==> src/rtl/dsc_pkg.sv <==
`timescale 1ns/1ps
package dsc_pkg;
    localparam int DEF_DIGITS = 5;
    localparam int DEF_BCD_W  = 4;
    localparam int DEF_SLOT   = 200;
    localparam int DEF_CENTRE = 100;

    typedef enum logic [1:0] {
        SCN_IDLE  = 2'd0,
        SCN_RUN   = 2'd1,
        SCN_BLANK = 2'd2
    } scan_state_e;
endpackage

==> src/rtl/dsc_slot_timer.sv <==
`timescale 1ns/1ps
module dsc_slot_timer #(
    parameter int SLOT_CLKS = 200,
    parameter int CENTRE    = 100
) (
    input  logic clk_i,
    input  logic rst_i,
    input  logic load_i,
    input  logic long_i,
    input  logic run_i,
    output logic mid_o,
    output logic end_o
);
    localparam int CNT_W = $clog2(SLOT_CLKS + 1);
    localparam logic [CNT_W-1:0] LAST_SHORT = CNT_W'(SLOT_CLKS - 1);
    localparam logic [CNT_W-1:0] LAST_LONG  = CNT_W'(SLOT_CLKS);
    localparam logic [CNT_W-1:0] MID_POS    = CNT_W'(CENTRE);

    logic [CNT_W-1:0] cnt_q;
    logic             long_q;

    // The first slot after a result runs one extra cycle.
    assign end_o = (cnt_q == (long_q ? LAST_LONG : LAST_SHORT));
    assign mid_o = (cnt_q == MID_POS);

    always_ff @(posedge clk_i) begin
        if (rst_i) begin
            cnt_q  <= '0;
            long_q <= 1'b0;
        end else if (load_i) begin
            cnt_q  <= '0;
            long_q <= long_i;
        end else if (run_i) begin
            if (end_o) begin
                cnt_q  <= '0;
                long_q <= 1'b0;
            end else begin
                cnt_q <= cnt_q + 1'b1;
            end
        end
    end
endmodule

==> src/rtl/dsc_sequencer.sv <==
`timescale 1ns/1ps
module dsc_sequencer
    import dsc_pkg::*;
#(
    parameter int DIGITS = 5,
    parameter int BCD_W  = 4,
    parameter int IDX_W  = 3
) (
    input  logic                    clk_i,
    input  logic                    rst_i,
    input  logic                    result_i,
    input  logic [DIGITS*BCD_W-1:0] digits_i,
    input  logic                    ovr_i,
    input  logic                    refint_i,
    input  logic                    mid_i,
    input  logic                    end_i,
    output scan_state_e             state_o,
    output logic [IDX_W-1:0]        idx_o,
    output logic                    armed_o,
    output logic                    ovr_o,
    output logic [DIGITS*BCD_W-1:0] digits_o,
    output logic                    load_o,
    output logic                    long_o
);
    localparam logic [IDX_W-1:0] LAST_IDX = IDX_W'(DIGITS - 1);

    scan_state_e             state_q;
    logic [IDX_W-1:0]        idx_q;
    logic                    armed_q;
    logic                    ovr_q;
    logic [DIGITS*BCD_W-1:0] digits_q;

    assign load_o   = result_i || (state_q == SCN_BLANK && refint_i);
    assign long_o   = result_i;
    assign state_o  = state_q;
    assign idx_o    = idx_q;
    assign armed_o  = armed_q;
    assign ovr_o    = ovr_q;
    assign digits_o = digits_q;

    always_ff @(posedge clk_i) begin
        if (rst_i) begin
            state_q  <= SCN_IDLE;
            idx_q    <= '0;
            armed_q  <= 1'b0;
            ovr_q    <= 1'b0;
            digits_q <= '0;
        end else if (result_i) begin
            state_q  <= SCN_RUN;
            idx_q    <= LAST_IDX;
            armed_q  <= 1'b1;
            ovr_q    <= ovr_i;
            digits_q <= digits_i;
        end else begin
            case (state_q)
                SCN_RUN: begin
                    if (armed_q && idx_q == '0 && mid_i) begin
                        // Last strobe of the pass just issued.
                        armed_q <= 1'b0;
                        if (ovr_q) state_q <= SCN_BLANK;
                    end else if (end_i) begin
                        idx_q <= (idx_q == '0) ? LAST_IDX : idx_q - 1'b1;
                    end
                end
                SCN_BLANK: begin
                    if (refint_i) begin
                        state_q <= SCN_RUN;
                        idx_q   <= LAST_IDX;
                    end
                end
                default: begin
                    state_q <= state_q;
                end
            endcase
        end
    end
endmodule

==> src/rtl/dsc_outputs.sv <==
`timescale 1ns/1ps
module dsc_outputs
    import dsc_pkg::*;
#(
    parameter int DIGITS = 5,
    parameter int BCD_W  = 4,
    parameter int IDX_W  = 3
) (
    input  logic                    clk_i,
    input  scan_state_e             state_i,
    input  logic [IDX_W-1:0]        idx_i,
    input  logic                    armed_i,
    input  logic                    ovr_i,
    input  logic                    mid_i,
    input  logic [DIGITS*BCD_W-1:0] digits_i,
    output logic [DIGITS-1:0]       sel_o,
    output logic [BCD_W-1:0]        bcd_o,
    output logic                    strobe_act_o,
    output logic                    strobe_n_o
);
    logic             run;
    logic [BCD_W-1:0] dig_arr [DIGITS];

    assign run = (state_i == SCN_RUN);

    for (genvar g = 0; g < DIGITS; g++) begin : g_digit
        assign sel_o[g]   = run && (idx_i == IDX_W'(g));
        assign dig_arr[g] = digits_i[g*BCD_W +: BCD_W];
    end

    assign bcd_o = (run && !ovr_i) ? dig_arr[idx_i] : '0;

    // Centre cycle of an armed slot; the low clock phase shapes the half pulse.
    assign strobe_act_o = run && armed_i && mid_i;
    assign strobe_n_o   = ~(strobe_act_o & ~clk_i);
endmodule

==> src/rtl/bcd_digit_scanner.sv <==
`timescale 1ns/1ps
module bcd_digit_scanner
    import dsc_pkg::*;
#(
    parameter int NUM_DIGITS = DEF_DIGITS,
    parameter int BCD_W      = DEF_BCD_W,
    parameter int SLOT_CLKS  = DEF_SLOT,
    parameter int CENTRE     = DEF_CENTRE
) (
    input  logic                        clk_i,
    input  logic                        rst_i,
    input  logic                        result_i,
    input  logic [NUM_DIGITS*BCD_W-1:0] digits_i,
    input  logic                        overrange_i,
    input  logic                        refint_i,
    output logic [NUM_DIGITS-1:0]       sel_o,
    output logic [BCD_W-1:0]            bcd_o,
    output logic                        strobe_n_o
);
    localparam int IDX_W = (NUM_DIGITS > 1) ? $clog2(NUM_DIGITS) : 1;

    scan_state_e                 state_w;
    logic [IDX_W-1:0]            idx_w;
    logic                        armed_w;
    logic                        ovr_w;
    logic [NUM_DIGITS*BCD_W-1:0] held_w;
    logic                        load_w;
    logic                        long_w;
    logic                        mid_w;
    logic                        end_w;
    logic                        strobe_act_w;
    logic                        blank_w;

    assign blank_w = (state_w == SCN_BLANK);

    dsc_slot_timer #(
        .SLOT_CLKS (SLOT_CLKS),
        .CENTRE    (CENTRE)
    ) u_timer (
        .clk_i  (clk_i),
        .rst_i  (rst_i),
        .load_i (load_w),
        .long_i (long_w),
        .run_i  (state_w == SCN_RUN),
        .mid_o  (mid_w),
        .end_o  (end_w)
    );

    dsc_sequencer #(
        .DIGITS (NUM_DIGITS),
        .BCD_W  (BCD_W),
        .IDX_W  (IDX_W)
    ) u_seq (
        .clk_i    (clk_i),
        .rst_i    (rst_i),
        .result_i (result_i),
        .digits_i (digits_i),
        .ovr_i    (overrange_i),
        .refint_i (refint_i),
        .mid_i    (mid_w),
        .end_i    (end_w),
        .state_o  (state_w),
        .idx_o    (idx_w),
        .armed_o  (armed_w),
        .ovr_o    (ovr_w),
        .digits_o (held_w),
        .load_o   (load_w),
        .long_o   (long_w)
    );

    dsc_outputs #(
        .DIGITS (NUM_DIGITS),
        .BCD_W  (BCD_W),
        .IDX_W  (IDX_W)
    ) u_out (
        .clk_i        (clk_i),
        .state_i      (state_w),
        .idx_i        (idx_w),
        .armed_i      (armed_w),
        .ovr_i        (ovr_w),
        .mid_i        (mid_w),
        .digits_i     (held_w),
        .sel_o        (sel_o),
        .bcd_o        (bcd_o),
        .strobe_act_o (strobe_act_w),
        .strobe_n_o   (strobe_n_o)
    );
endmodule

==> config.mk <==
export PLATFORM = sky130hd
export DESIGN_NAME = bcd_digit_scanner
export DESIGN_NICKNAME = d
export VERILOG_FILES = /design/src/rtl/dsc_pkg.sv /design/src/rtl/dsc_slot_timer.sv /design/src/rtl/dsc_sequencer.sv /design/src/rtl/dsc_outputs.sv /design/src/rtl/bcd_digit_scanner.sv
export SDC_FILE = /design/constraint.sdc
export NUM_CORES = 1
export LEC_CHECK = 0
export CAP_MARGIN = 10
export CORE_ASPECT_RATIO = 0.75
export CORE_MARGIN = 1
export CORE_UTILIZATION = 45
export CTS_CLUSTER_DIAMETER = 80
export DETAILED_ROUTE_END_ITERATION = 16
export GPL_ROUTABILITY_DRIVEN = 0
export HOLD_SLACK_MARGIN = 0.06
export MAX_ROUTING_LAYER = met4
export PLACE_DENSITY_LB_ADDON = 0.3
export SLEW_MARGIN = 10
export SYNTH_ARGS = -nofsm -noshare
export SYNTH_HDL_FRONTEND = slang
export SYNTH_SLANG_ARGS = --single-unit
==> constraint.sdc <==
create_clock -name clk_i -period 2.2 [get_ports clk_i]
set_input_delay 0.33 -clock clk_i [delete_from_list [all_inputs] [get_ports clk_i]]
set_output_delay 0.33 -clock clk_i [all_outputs]
set_load 0.03 [all_outputs]
== Yosys cells after proc, flatten, opt, wreduce, memory -nomap -nowiden ==
Cells that the tools add are included.
Operators by class
  divide/modulo/power cells: 0
  magnitude comparators: 1
  bitwise operators: 4
  add/sub/neg operators: 2
  $mul: 0
  reductions and logical operators: 28
  shifts and indexed selects: 0
  eq/ne operators: 18
  mux-type cells: 23
Operators by type and width (count)
  two-way mux 4 bit: 4
  AND reduction 4 bit: 4
  two-way mux 3 bit: 5
  != test 3 bit (second input constant): 5
  binary-select mux 4 bit (select 3 bit): 1
  logical AND 1 bit: 11
  != test 2 bit (second input constant): 5
  nonzero test 2 bit: 5
  adder 8 x 1 -> 8 bit (second input constant): 1
  == test 8 x 7 -> 1 bit (second input constant): 1
  == test 8 bit: 1
  two-way mux 8 bit: 1
  two-way mux 1 bit: 7
  == test 3 x 2 -> 1 bit (second input constant): 2
  two-way mux 2 bit: 3
  case mux 3 bit (2 select lines): 1
  greater-or-equal comparator 4 bit (second input constant): 1
  NOT 3 -> 4 bit: 1
  case mux 2 bit (2 select lines): 1
  AND reduction 2 bit: 2
  OR reduction 2 bit: 2
  == test 3 x 1 -> 1 bit (second input constant): 1
  == test 3 bit (second input constant): 1
  logical NOT 3 bit: 1
  other kinds (8): 9
Word-level totals
  bits in registers: 36
  input bits: 25
  RAM bits: 0
  output and inout port bits: 10
  latch bits: 0
  memories: 0
  bits in read-only memories: 0
  word-level logic and storage cells: 85

== Logic depth before layout (Yosys ltp) ==
  depth in word-level cells: 6
  depth in mapped cells: 7

== Cells and area by module ==
From an unflattened synthesis, not the netlist that was laid out.
Second synthesis, totals
  cells, all modules: 195
  area total of the unflattened synthesis: 1858.0 um^2
By module, submodules not included
  dsc_sequencer: area an instance 1071.0 um^2, instances 1, cells each 105
  dsc_slot_timer: area an instance 515.5 um^2, instances 1, cells each 56
  dsc_outputs: area an instance 257.7 um^2, instances 1, cells each 33
  bcd_digit_scanner: area an instance 13.8 um^2, instances 1, cells each 1

==> results.sh <==
export IMPL_worst_path_largest_cell_delay_ps=490
export IMPL_seqPwrFrac_pct=41.2
export IMPL_yosysWarnings=0
export IMPL_ir_worst_vdd_mv=0.544
export IMPL_synth_area_per_cell_um2=9.52
export IMPL_drt_initial_drc_count=84
export IMPL_placed_area_um2=2240
export IMPL_path_cells="mux4_2 -> a22oi_1 -> nor3_1 -> clkdlybuf4s15_2"
export IMPL_die_h_um=56.5
export IMPL_synthesis_nets=214
export IMPL_rsz0062_at_grt="no"
export IMPL_clockPowerShare_pct=46.1
export IMPL_yosysTopAreaCell="dfxtp_1"
export IMPL_outcome="completed"
export IMPL_clock_skew_final_ps=3.98
export IMPL_syn_area_um2=1780
export IMPL_layout_drive_gt1_share_pct=19.9
export IMPL_max_freq_ghz=0.473
export IMPL_hold_path_class="flip-flop to flip-flop"
export IMPL_yosysMostFrequentCell="dfxtp_1"
export IMPL_synth_top_cell_area_share_pct=40.5
export IMPL_post_dp_hpwl_mm=2.99
export IMPL_drt_wl_total_mm=4.11
export IMPL_crit_type="flip-flop to primary output"
export IMPL_fp_row_count=19
export IMPL_grt_pass1_vias=1574
export IMPL_slew_headroom_pct=73.8
export IMPL_nets=262
export IMPL_drt_first_pass_iters=6
export IMPL_cp_required_ps=1870
export IMPL_synth_common_cells="dfxtp_1 (36), nor2_1 (33), mux2i_1 (23)"
export IMPL_pin_count=35
export IMPL_fin_crit_sh_pct=96.1
export IMPL_path_buf_inv=1
export IMPL_whs_ps=496
export IMPL_power_switching_w=0.000393
export IMPL_maxCapViolCount=0
export IMPL_antenna_found_initial=0
export IMPL_cp_top_family="multiplexers"
export IMPL_cp_start_kind="flip-flop"
export IMPL_antenna_left=0
export IMPL_power_leakage_nw=0.995
export IMPL_fin_tns_setup_ps=0
export IMPL_synthDistinctLibCells=44
export IMPL_async_reset_ff_share_pct=0
export IMPL_initial_utilization_pct=47.7
export IMPL_finalSetupViolations=0
export IMPL_fin_area_um2=2390
export IMPL_place_ws_ps=-72.7
export IMPL_critPathSlowestCell="mux4_2"
export IMPL_tritoncts="built"
export IMPL_ys_flop_type="dfxtp_1"
export IMPL_worstMarginPinSlew_ps=392
export IMPL_switching_share_pct=23.1
export IMPL_fin_crit_ps=2110
export IMPL_cts_setup_buffers=0
export IMPL_pwr_share_comb_pct=12.8
export IMPL_insertion_delay_ps=400
export IMPL_p_int_w=0.00131
export IMPL_grt_overflow=0
export IMPL_antenna_cells=0
export IMPL_drt_vias_per_instance=5.41
export IMPL_synth_edf_count=0
export IMPL_yosysSeqAreaShare_pct=40.5
export IMPL_area_growth_pct=34.4
export IMPL_wl_per_cell_um=14.3
export IMPL_slew_viol_final=0
export IMPL_synthTopCellsByArea="dfxtp_1 (40%), mux2i_1 (13%), nor2_1 (7.0%)"
export IMPL_crit_arrival_ps=1780
export IMPL_placement_io_buffers=34
export IMPL_grt_max_degree=22
export IMPL_fp_dieW_um=74.6
export IMPL_p_per_area_nw_per_um2=713
export IMPL_coreArea_um2=3730
export IMPL_endpoint_kind="primary output"
export IMPL_grt_usage_pct=24.2
export IMPL_vias=1558
export IMPL_worst_slack_ps=86.5
export IMPL_fin_util_pct=64.1
export IMPL_crit_path_max_fanout=6
export IMPL_path_clk_slew_ps=70
export IMPL_die_area_um2=4210
export IMPL_postSynthCellCount=187
export IMPL_grt_pass1_wl_mm=7.18
export IMPL_ys_ff_latch=36
export IMPL_post_route_drc_count=0
export IMPL_hold_buffers=0
export IMPL_hold_violations=0
## worst min-delay path, stage by stage (launching register included)
cell	delay, ps
dfxtp_1	320
mux2i_1	70
nor2_1	80
## registers in the layout, indices dropped and copies added, names as in the netlist
signal,flops
u_seq.digits_o,20
u_timer.cnt_q,8
u_seq.idx_o,3
u_seq.state_o,2
u_seq.armed_o,1
u_seq.ovr_o,1
u_timer.long_q,1
## through the flow
stage / std cells / total power, W
floorplan: 187 / 0.000841
global placement: 277 / 0.000938
detailed placement: 277 / 0.000940
CTS: 288 / 0.00172
global route: 288 / 0.00177
finish: 288 / 0.00171
## power groups by stage
stage          registers [W]  logic (W)  clock network (W)
2_1_floorplan       0.000712   0.000126         0.00000333
3_3_place_gp        0.000719   0.000216         0.00000334
3_5_place_dp        0.000718   0.000219         0.00000334
4_1_cts             0.000703   0.000218           0.000799
5_1_grt             0.000705   0.000240           0.000828
6_report            0.000702   0.000218           0.000786
## per-layer routing
metal / share of wire [%] / vias up / global-route usage (%) / wire (µm)
met1: 48 / 721 / 31.9 / 1980
met5: 0 / - / - / 0
met4: 1.7 / 0 / 11.6 / 70
met3: 9.4 / 10 / 8.62 / 386
li1: - / 766 / - / -
met2: 41 / 61 / 32.4 / 1670
## layout make-up
type / count / area, µm²
Clock buffer: 11 / 143
Clock inverter: 1 / 30.0
Fill cell: 301 / 1340
Inverter: 7 / 26.3
Multi-Input combinational cell: 133 / 981
Sequential cell: 36 / 728
Tap cell: 52 / 65.1
Timing Repair Buffer: 48 / 419
## timing repair
item,4_1_cts,5_1_grt
setup endpoints to repair,12,5
resized for setup,28,9
hold endpoints to repair,0,0
## kinds of logic (layout without fill, tap and decap cells)
logic type	count (synthesis)	after routing	share of synthesized area, %
and+or+nand+nor	75	75	22.5
DFF	36	36	40.5
muxes	27	27	18.0
AOI/OAI and AO/OA	23	23	9.98
buffers and inverters	18	67	4.71
xor gates and xnor gates	6	6	2.95
adders and majority gates	2	2	1.41
## cell usage in the layout (no fill, tap or decap), drive strengths merged, types with 5 or more instances in the layout
| master | instances |
|---|---|
| nor3 | 7 |
| xor2 | 6 |
| dfxtp | 36 |
| clkdlybuf4s50 | 24 |
| mux2i | 23 |
| buf | 18 |
| nand4 | 5 |
| nor2 | 33 |
| inv | 7 |
| nand2 | 11 |
| clkbuf | 12 |
## worst paths after layout
path	startpoint	end	slack (ps)	cells after the start
worst max-delay path	u_seq.idx_o[1]	bcd_o[3]	90	4
worst min-delay path	u_seq.digits_o[4]	u_seq.digits_o[4]	500	2
worst max register to register	u_seq.state_o[1]	u_seq.idx_o[0]	510	5
worst min register to register	u_seq.digits_o[4]	u_seq.digits_o[4]	500	2
Note: power is estimated with default switching activity, not from simulation.
